File: config.mk
export PLATFORM = sky130hd
export DESIGN_NAME = updown_strobe_counter
export DESIGN_NICKNAME = d
export VERILOG_FILES = /design/src/rtl/udc_pkg.sv /design/src/rtl/udc_sync.sv /design/src/rtl/udc_edge.sv /design/src/rtl/udc_ctrl_fsm.sv /design/src/rtl/udc_count_core.sv /design/src/rtl/updown_strobe_counter.sv
export SDC_FILE = /design/constraint.sdc
export NUM_CORES = 1
export LEC_CHECK = 0
export ABC_AREA = 1
export BUFFER_PORTS_ARGS = -buffer_cell sky130_fd_sc_hd__buf_2
export CORE_MARGIN = 2
export CORE_UTILIZATION = 46
export DETAILED_ROUTE_END_ITERATION = 7
export GPL_ROUTABILITY_DRIVEN = 1
export PLACE_DENSITY = 0.76
export SETUP_SLACK_MARGIN = 0.4
export SYNTH_ARGS = -nofsm -noshare
export SYNTH_HDL_FRONTEND = slang
export SYNTH_SLANG_ARGS = --single-unit
File: constraint.sdc
create_clock -name clk -period 1.4 [get_ports clk]
set_input_delay 0.07 -clock clk [delete_from_list [all_inputs] [get_ports clk]]
set_output_delay 0.07 -clock clk [all_outputs]
set_load 0.05 [all_outputs]
File: src/rtl/udc_pkg.sv
package udc_pkg;

    typedef enum logic [1:0] {
        ST_RUN   = 2'd0,
        ST_CLEAR = 2'd1,
        ST_LOAD  = 2'd2
    } mode_t;

    typedef enum logic [2:0] {
        OP_HOLD  = 3'd0,
        OP_INC   = 3'd1,
        OP_DEC   = 3'd2,
        OP_CLR   = 3'd3,
        OP_LOAD  = 3'd4,
        OP_CLASH = 3'd5
    } op_t;

endpackage

File: src/rtl/udc_sync.sv
// Retiming chain for one asynchronous level onto the system clock.
module udc_sync #(
    parameter int   STAGES    = 2,
    parameter logic RESET_VAL = 1'b0
) (
    input  logic clk,
    input  logic rst_n,
    input  logic d_i,
    output logic q_o
);
    logic [STAGES-1:0] chain;

    always_ff @(posedge clk or negedge rst_n) begin
        if (!rst_n) chain[0] <= RESET_VAL;
        else        chain[0] <= d_i;
    end

    genvar g;
    generate
        for (g = 1; g < STAGES; g++) begin : g_stage
            always_ff @(posedge clk or negedge rst_n) begin
                if (!rst_n) chain[g] <= RESET_VAL;
                else        chain[g] <= chain[g-1];
            end
        end
    endgenerate

    assign q_o = chain[STAGES-1];
endmodule

File: src/rtl/udc_edge.sv
// Registered rising-edge pulse from a retimed strobe level (idle high).
module udc_edge (
    input  logic clk,
    input  logic rst_n,
    input  logic lvl_i,
    output logic rise_o
);
    logic prev_q;

    always_ff @(posedge clk or negedge rst_n) begin
        if (!rst_n) begin
            prev_q <= 1'b1;
            rise_o <= 1'b0;
        end else begin
            prev_q <= lvl_i;
            rise_o <= lvl_i & ~prev_q;
        end
    end
endmodule

File: src/rtl/udc_ctrl_fsm.sv
// Control FSM: mode register plus the operation issued to the count.
module udc_ctrl_fsm
    import udc_pkg::*;
(
    input  logic  clk,
    input  logic  rst_n,
    input  logic  clear_s_i,
    input  logic  load_n_s_i,
    input  logic  up_rise_i,
    input  logic  dn_rise_i,
    output mode_t mode_o,
    output op_t   op_o
);
    mode_t mode_q;
    mode_t mode_d;

    always_comb begin
        if (clear_s_i)       mode_d = ST_CLEAR;
        else if (!load_n_s_i) mode_d = ST_LOAD;
        else                 mode_d = ST_RUN;
    end

    always_ff @(posedge clk or negedge rst_n) begin
        if (!rst_n) mode_q <= ST_RUN;
        else        mode_q <= mode_d;
    end

    always_comb begin
        op_o = OP_HOLD;
        unique case (mode_q)
            ST_CLEAR: op_o = OP_CLR;
            ST_LOAD:  op_o = OP_LOAD;
            ST_RUN: begin
                if (up_rise_i && dn_rise_i) op_o = OP_CLASH;
                else if (up_rise_i)         op_o = OP_INC;
                else if (dn_rise_i)         op_o = OP_DEC;
                else                        op_o = OP_HOLD;
            end
            default: op_o = OP_HOLD;
        endcase
    end

    assign mode_o = mode_q;
endmodule

File: src/rtl/udc_count_core.sv
// Count register, collision flag and terminal outputs.
module udc_count_core
    import udc_pkg::*;
#(
    parameter int WIDTH = 4
) (
    input  logic             clk,
    input  logic             rst_n,
    input  op_t              op_i,
    input  logic [WIDTH-1:0] data_i,
    input  logic             up_lvl_i,
    input  logic             dn_lvl_i,
    output logic [WIDTH-1:0] count_o,
    output logic             collide_o,
    output logic             carry_n_o,
    output logic             borrow_n_o
);
    localparam logic [WIDTH-1:0] TOP = {WIDTH{1'b1}};
    localparam logic [WIDTH-1:0] ONE = WIDTH'(1);

    logic [WIDTH-1:0] cnt_q;
    logic             col_q;

    always_ff @(posedge clk or negedge rst_n) begin
        if (!rst_n) begin
            cnt_q <= '0;
            col_q <= 1'b0;
        end else begin
            unique case (op_i)
                OP_CLR: begin
                    cnt_q <= '0;
                    col_q <= 1'b0;
                end
                OP_LOAD:  cnt_q <= data_i;
                OP_INC:   cnt_q <= cnt_q + ONE;
                OP_DEC:   cnt_q <= cnt_q - ONE;
                OP_CLASH: col_q <= 1'b1;
                OP_HOLD:  cnt_q <= cnt_q;
                default:  cnt_q <= cnt_q;
            endcase
        end
    end

    assign count_o    = cnt_q;
    assign collide_o  = col_q;
    assign carry_n_o  = ~((cnt_q == TOP) & ~up_lvl_i);
    assign borrow_n_o = ~((cnt_q == '0)  & ~dn_lvl_i);
endmodule

File: src/rtl/updown_strobe_counter.sv
module updown_strobe_counter
    import udc_pkg::*;
#(
    parameter int WIDTH       = 4,
    parameter int SYNC_STAGES = 2
) (
    input  logic             clk,
    input  logic             rst_n,
    input  logic             clear_i,
    input  logic             load_n_i,
    input  logic [WIDTH-1:0] data_i,
    input  logic             up_stb_i,
    input  logic             dn_stb_i,
    output logic [WIDTH-1:0] count_o,
    output logic             carry_n_o,
    output logic             borrow_n_o,
    output logic             collide_o
);
    logic  clear_s, load_n_s, up_s, dn_s;
    logic  up_rise, dn_rise;
    mode_t mode_q;
    op_t   op;

    udc_sync #(.STAGES(SYNC_STAGES), .RESET_VAL(1'b0)) u_sync_clr (
        .clk(clk), .rst_n(rst_n), .d_i(clear_i),  .q_o(clear_s));
    udc_sync #(.STAGES(SYNC_STAGES), .RESET_VAL(1'b1)) u_sync_ld (
        .clk(clk), .rst_n(rst_n), .d_i(load_n_i), .q_o(load_n_s));
    udc_sync #(.STAGES(SYNC_STAGES), .RESET_VAL(1'b1)) u_sync_up (
        .clk(clk), .rst_n(rst_n), .d_i(up_stb_i), .q_o(up_s));
    udc_sync #(.STAGES(SYNC_STAGES), .RESET_VAL(1'b1)) u_sync_dn (
        .clk(clk), .rst_n(rst_n), .d_i(dn_stb_i), .q_o(dn_s));

    udc_edge u_edge_up (.clk(clk), .rst_n(rst_n), .lvl_i(up_s), .rise_o(up_rise));
    udc_edge u_edge_dn (.clk(clk), .rst_n(rst_n), .lvl_i(dn_s), .rise_o(dn_rise));

    udc_ctrl_fsm u_fsm (
        .clk        (clk),
        .rst_n      (rst_n),
        .clear_s_i  (clear_s),
        .load_n_s_i (load_n_s),
        .up_rise_i  (up_rise),
        .dn_rise_i  (dn_rise),
        .mode_o     (mode_q),
        .op_o       (op)
    );

    udc_count_core #(.WIDTH(WIDTH)) u_core (
        .clk        (clk),
        .rst_n      (rst_n),
        .op_i       (op),
        .data_i     (data_i),
        .up_lvl_i   (up_s),
        .dn_lvl_i   (dn_s),
        .count_o    (count_o),
        .collide_o  (collide_o),
        .carry_n_o  (carry_n_o),
        .borrow_n_o (borrow_n_o)
    );
endmodule

After elaboration in Yosys (flattened, before gate mapping)
Index checks and enable logic that the tools add are counted.
{"block": "classes", "mux": 8, "n_lt_le_gt_ge": 0, "add_sub_neg": 2, "n_reduce_logical": 5, "mul": 0, "div_mod_pow": 0, "n_shift": 0, "n_eq_ne": 8, "bitwise_logic": 10}
{"cell": "$pmux 4 s4", "count": 1}
{"cell": "$pmux 3 s3", "count": 1}
{"cell": "$eq 3x2->1 const B", "count": 2}
{"cell": "$eq 3x3->1 const B", "count": 2}
{"cell": "$mux 2", "count": 3}
{"cell": "$mux 3", "count": 2}
{"cell": "$not 1->1", "count": 6}
{"cell": "$add 4x1->4 const B", "count": 1}
{"cell": "$and 1x1->1", "count": 4}
{"cell": "$eq 4x4->1 const B", "count": 1}
{"cell": "$logic_not 4->1", "count": 1}
{"cell": "$reduce_bool 4->1", "count": 1}
{"cell": "$sub 4x1->4 const B", "count": 1}
{"cell": "$eq 3x1->1 const B", "count": 1}
{"cell": "$eq 2x1->1 const B", "count": 1}
{"cell": "$eq 2x2->1 const B", "count": 1}
{"cell": "$logic_not 2->1", "count": 1}
{"cell": "$pmux 1 s2", "count": 1}
{"cell": "$reduce_bool 2->1", "count": 1}
{"cell": "$logic_and 1x1->1", "count": 1}
{"block": "totals", "ram_bits": 0, "in_bits": 10, "out_inout_bits": 7, "n_memories": 0, "register_bits": 19, "wordCells": 48, "rom_bits": 0, "latch_bits": 0}

Logic depth before layout (Yosys ltp)
{"block": "depth", "depth_word": 6, "mapped_depth": 12, "mapped_depth_nobuf": 12}

Modules after synthesis
A second synthesis with hierarchy kept.
{"block": "unflattened", "cells_unflattened": 94, "hier_area_um2": 877.1}
{"mod": "udc_count_core", "cells_per_inst": 64, "n_inst": 1, "area_each_um2": 446.7}
{"mod": "udc_sync at u_sync_dn ...", "cells_per_inst": 2, "n_inst": 3, "area_each_um2": 52.6}
{"mod": "udc_edge", "cells_per_inst": 4, "n_inst": 2, "area_each_um2": 61.3}
{"mod": "udc_ctrl_fsm", "cells_per_inst": 14, "n_inst": 1, "area_each_um2": 100.1}
{"mod": "udc_sync at u_sync_clr", "cells_per_inst": 2, "n_inst": 1, "area_each_um2": 50.0}

Least setup slack after synthesis
No wires, ideal clock.
{"block": "synth_path", "path_type": "reg2reg", "start": "register u_core.cnt_q[1] (netlist: u_core.count_o[1])", "end": "register u_core.cnt_q[2] (netlist: u_core.count_o[2])", "arrival_time_ns": 1.535, "required_ns": 1.275, "path_stages_with_launch": 10, "setup_ns": 0.125, "path_buffers": 0, "setup_slack_ns": -0.260, "cell_sequence": "dfrtp_1 > nand3_1 > nand2_1 > inv_1 > ha_1 > inv_1 > nand2_1 > or2_1 > nand3_1 > nand3_1"}
{"block": "synth_via", "elab_chain_cells": 2}
{"item": "start: declaration", "line": "udc_count_core.sv:21", "text": "logic [WIDTH-1:0] cnt_q;"}
{"item": "start signal: assignment", "line": "udc_count_core.sv:34", "text": "OP_LOAD: cnt_q <= data_i;"}
{"item": "start signal: assignment", "line": "udc_count_core.sv:35", "text": "OP_INC: cnt_q <= cnt_q + ONE;"}
{"item": "start signal: assignment", "line": "udc_count_core.sv:36", "text": "OP_DEC: cnt_q <= cnt_q - ONE;"}
{"item": "$sub 4x1->4 / $add 4x1->4 (equally long branches)", "line": "udc_count_core.sv:36, udc_count_core.sv:35"}
{"item": "$pmux 4 s4 *", "line": "udc_count_core.sv:29", "text": "unique case (op_i)"}
Mark *: on every way between the ends. The rest lies on a longest branch, timed or not.
A chain may end at the register's enable or synchronous reset.

Worst setup path after layout
{"block": "layout_path", "start": "register u_edge_dn.rise_o", "end": "register u_core.cnt_q[2] (netlist: u_core.count_o[2])"}
{"block": "layout_via", "elab_chain_cells": 6}
{"item": "start: declaration", "line": "udc_edge.sv:6", "text": "output logic rise_o"}
{"item": "start signal: assignment", "line": "udc_edge.sv:16", "text": "rise_o <= lvl_i & ~prev_q;"}
{"item": "$mux 2", "line": "udc_ctrl_fsm.sv:36", "text": "else if (dn_rise_i) op_o = OP_DEC;"}
{"item": "$mux 3", "line": "udc_ctrl_fsm.sv:35", "text": "else if (up_rise_i) op_o = OP_INC;"}
{"item": "$mux 3 *", "line": "udc_ctrl_fsm.sv:34", "text": "if (up_rise_i && dn_rise_i) op_o = OP_CLASH;"}
{"item": "$pmux 3 s3 *", "line": "udc_ctrl_fsm.sv:30", "text": "unique case (mode_q)"}
{"item": "$eq 3x2->1 (tied with other cells)", "line": "udc_count_core.sv:29"}
{"item": "$pmux 4 s4 / $reduce_bool 4->1 (equally long branches)"}
Marks and branches as above.

==> metrics.md <==
| Metric | Value |
|---|---|
| Run status | complete, but fails checks |
| Violations in the final reports | negative setup slack |
| Number of warnings issued by yosys | 0 |
| Switching part of the total power | between 30% and 40% |
| Syn Nets | 95 |
| Post-layout worst setup margin | -0.219 ns |
| Number of nets with antenna violations after routing | 0 |
| Final Critical Period | approximately 1.6 ns |
| Area leader, netlist | sky130_fd_sc_hd__dfrtp_1 |
| CP startpoint kind | flip-flop |
| WL/cell | around 15 um |
| Reg-to-reg slack, setup | -0.22 ns |
| Highest routing layer actually used | met4 |
| Core area | 1690 um2 |
| Vias/cell | roughly 5.2 |
| Via count | 751 |
| Mapped Cells | 83 |
| Maximum number of pins on one net before global-route repair | 20 |
| Fraction of the mapped netlist area in simple logic gates | 25.5% |
| Highest attainable clock frequency | 618 MHz |
| Int Pwr | slightly below 0.9 mW |
| Top cell type's share of synthesized area | roughly a third |
| Post-DP HPWL | around 1.2 mm |
| Flop pwr share | 50.0% |
| Period utilisation layout | 116% |
| Critical path data required time | 1.56 ns |
| Max stage delay on crit path | 0.40 ns |
| Vert. Die Dim | ~46 um |
| Post-Route Hold Slack | approximately 0.048 ns |
| H-tree depth | 1 |
| Share of the synthesized area in compound gates (AO/OA/AOI/OAI) | 3.89% |
| Port Buf Inserts | 16 |
| Post-route met1 wirelength | around 740 um |
| Ordered list of cells on the worst path | inv_2, nor2_4, nand3_2, nand2_2, inv_2, ha_4, inv_2, nand2_2, or2_1, nand3_1, nand3_1 |
| Number of buffers between clock root and the deepest sink | 2 |
| Maximum VDD drop | 0.895 mV |
| Arrival time of the worst setup path | between 1.5 and 2 ns |
| Xor-xnor portion of the synthesized cell area | 0% |
| Filler Cell Count | 103 |
| Number of enable flip-flop cells after synthesis | 0 |
| Root Buffer Master | sky130_fd_sc_hd__clkbuf_4 |
| Met2 WL post-DR | 1.20 mm |
| Worst hold path stage count | 3 |
| Most frequent cell on the critical path | sky130_fd_sc_hd__inv_2 |
| Worst-path fanout max | 3 |
| Worst rel slew slack | roughly three quarters |
| Worst Hold Launch | data_i[1] |
| Launch point of the worst reg-to-reg path | u_edge_dn.rise_o |
| Count of pins on the block boundary | 17 |
| Leakage | about 0.64 nW |
| Area used by multi-input combinational logic | ~340 um2 |
| Commonest cells in the netlist | sky130_fd_sc_hd__inv_1, sky130_fd_sc_hd__nand2_1, sky130_fd_sc_hd__dfrtp_1 |
| Clock-pin transition on the worst setup and hold timing paths | about 0.1 ns |
| Setup WS pre-CTS | -0.143 ns |
| Fraction of layout instances using a drive strength above 1 | about three fifths |
| Share of synthesized cell area in full adder, half adder and majority cells | around 3.1% |
| Sequential cell area fraction in the yosys report | 60.3% |
| Combinational share of power | between 30% and 40% |
| Clock net sink count | 19 |
| Syn Std Cell Area | roughly 800 um2 |
| Number of global-route vias before repair | ~700 |
| End point of the most critical hold path | u_core.count_o[1] |
| Setup skew after layout | between 0.0015 and 0.002 ns |
| Number of buffers created by CTS | 3 |
| Library cell with the highest instance count after synthesis | sky130_fd_sc_hd__inv_1 |
| CTS tree | built |
| Dominant combinational cell family by area after synthesis | simple AND/OR/NAND/NOR gates |
| Count of distinct cell types in the synthesized netlist | 17 |
| Worst min path class | primary input to flip-flop |
| Util after Layout | between 70% and 80% |
| Final count of pins violating max slew | 0 |
| Initial detailed-routing violation count | 13 |
| Chip width | around 46 um |
| Layout overhead on the synthesized area | 62.4% |
| Leading post-synthesis cells by cell area | sky130_fd_sc_hd__dfrtp_1, sky130_fd_sc_hd__dfstp_2, sky130_fd_sc_hd__inv_1, sky130_fd_sc_hd__nand3_1, sky130_fd_sc_hd__nand2_1 |
| Final setup violation count | 4 |
| Leading register cell type out of synthesis | sky130_fd_sc_hd__dfrtp_1 |
| Multiplexer area fraction after synthesis | 0% |
| First-pass GRT wire length | ~2.8 mm |
| Global route overflow | 0 |
| Std-Cell Rows | 15 |
| Cell area after placement | between 900 and 1000 um2 |
| Crit Path Class | flip-flop to flip-flop |
| Worst flop-to-flop path endpoint | u_core.count_o[2] |
| Area of the die | roughly 2100 um2 |
| Routability-driven placement congestion ratio | 0.881 |
| Max stage delay cell, worst path | sky130_fd_sc_hd__dfrtp_1 |
| Mapped Avg Cell Area | 9.69 um2 |
| Category of the worst setup path capture point | flip-flop |
| Setup repair after global routing missed its margin | yes |
| DRT Wirelength | 2.12 mm |
| Number of hold violations in the final report | 0 |
| Flip-flop count of the largest register, all copies and words added | 4 |
| Total track usage | 19.2% |
| Max-capacitance violation count | 0 |
| Sequential cell area | 490 um2 |
| Met3 Wirelength | approximately 80 um |
| Final instance area | between 1000 and 1500 um2 |
| P_sw | ~0.42 mW |
| Clock insertion delay at the later pin of the skew report | 0.28 ns |
| N_diodes | 0 |
| Number of nets in the final layout | between 100 and 150 |
| Count of cells along the worst register-to-register path | 11 |
| 1st-pass router iterations | 4 |
| Starting utilization of the core area | a little under half |
| Share of flip-flops with an asynchronous set or reset | 100% |
| Share of power burned in the clock network | roughly a fifth |
| Number of synthesized register bits | 19 |
| Initial antenna violation count | 0 |
| Slew at the pin with the worst max-slew slack | 0.397 ns |
| Total DRC errors in the routed layout | 0 |
| Power density normalized to cell area | between 900 and 1000 nW/um2 |
layer usage:
metal,track usage [%],vias up
li1,-,356
met2,34.6,27
met5,0,-
met1,20.9,358
met4,12.6,0
met3,1.98,10
power groups by stage:
stage,Combinational (mW),Sequential (mW),Clock [mW]
floorplan,0.115,0.703,0
CTS,0.339,0.647,0.270
global route,0.418,0.657,0.291
detailed placement,0.255,0.649,0
finish,0.395,0.653,0.256
global placement,0.250,0.646,0
timing repair:
item                                   4_1_cts  5_1_grt
buffers inserted                             7        4
pin swaps                                   14       14
endpoints found under the hold margin       22        0
gates resized for setup                     30       14
setup endpoints to repair                   10       12
hold buffers                                 7        0
per-stage QoR:
stage	setup TNS [ns]	total power, mW	std cells
after global placement	-0.199	0.896	123
after global routing	-0.789	1.37	145
after floorplan	-0.0541	0.818	83
after CTS	-0.204	1.25	141
final	-0.585	1.30	145
after detailed placement	-0.343	0.904	123
critical path, delay by kind of cell, from the launching register on:
family	cells	cell delay [ns]
flip-flops	1	0.40
buffers and inverters	3	0.16
adder cells (fa/ha/maj)	1	0.14
AND/OR/NAND/NOR	7	0.79
logic make-up after synthesis:
| kind of cell | Yosys count |
|---|---|
| flops | 19 |
| compound gates | 5 |
| fa+ha+maj | 2 |
| buf+inv | 15 |
| simple gates | 42 |
worst max-delay path by stage:
stage,to,slack [ns],from,cells past startpoint
after global placement,u_core.count_o[2],-0.09,u_fsm.mode_o[0],10
after global routing,u_core.count_o[3],-0.25,u_edge_dn.rise_o,12
after detailed placement,u_core.count_o[2],-0.14,u_edge_dn.rise_o,11
final,u_core.count_o[2],-0.22,u_edge_dn.rise_o,11
after floorplan,u_core.count_o[2],-0.05,u_core.count_o[1],9
after CTS,u_core.count_o[2],-0.11,u_fsm.mode_o[0],10
layout make-up:
| class | count | share of cell area, % |
|---|---|---|
| well taps | 17 | 1.63 |
| multi-input cells | 49 | 26.3 |
| clock inverters | 1 | 0.383 |
| clock buffers | 3 | 1.72 |
| flip-flops and latches | 19 | 37.5 |
| inverters | 15 | 4.89 |
| repair buffers | 41 | 27.5 |
placed cells by master (no fill, tap or decap), types with 4 or more instances in the layout:
cell / Yosys / routed
sky130_fd_sc_hd__buf_4: 0 / 13
sky130_fd_sc_hd__nand2_1: 12 / 9
sky130_fd_sc_hd__buf_2: 0 / 9
sky130_fd_sc_hd__dfstp_2: 8 / 8
sky130_fd_sc_hd__inv_1: 14 / 7
sky130_fd_sc_hd__dlygate4sd3_1: 0 / 7
sky130_fd_sc_hd__buf_6: 0 / 7
sky130_fd_sc_hd__dfrtp_1: 11 / 7
sky130_fd_sc_hd__inv_2: 0 / 6
sky130_fd_sc_hd__nand2_2: 4 / 6
sky130_fd_sc_hd__nand3_1: 9 / 6
sky130_fd_sc_hd__nand4_1: 5 / 5
sky130_fd_sc_hd__nor2_1: 8 / 4
sky130_fd_sc_hd__clkbuf_4: 0 / 4
sky130_fd_sc_hd__buf_8: 0 / 4
sky130_fd_sc_hd__dfrtp_2: 0 / 4
(Power assumes the default switching activity.)
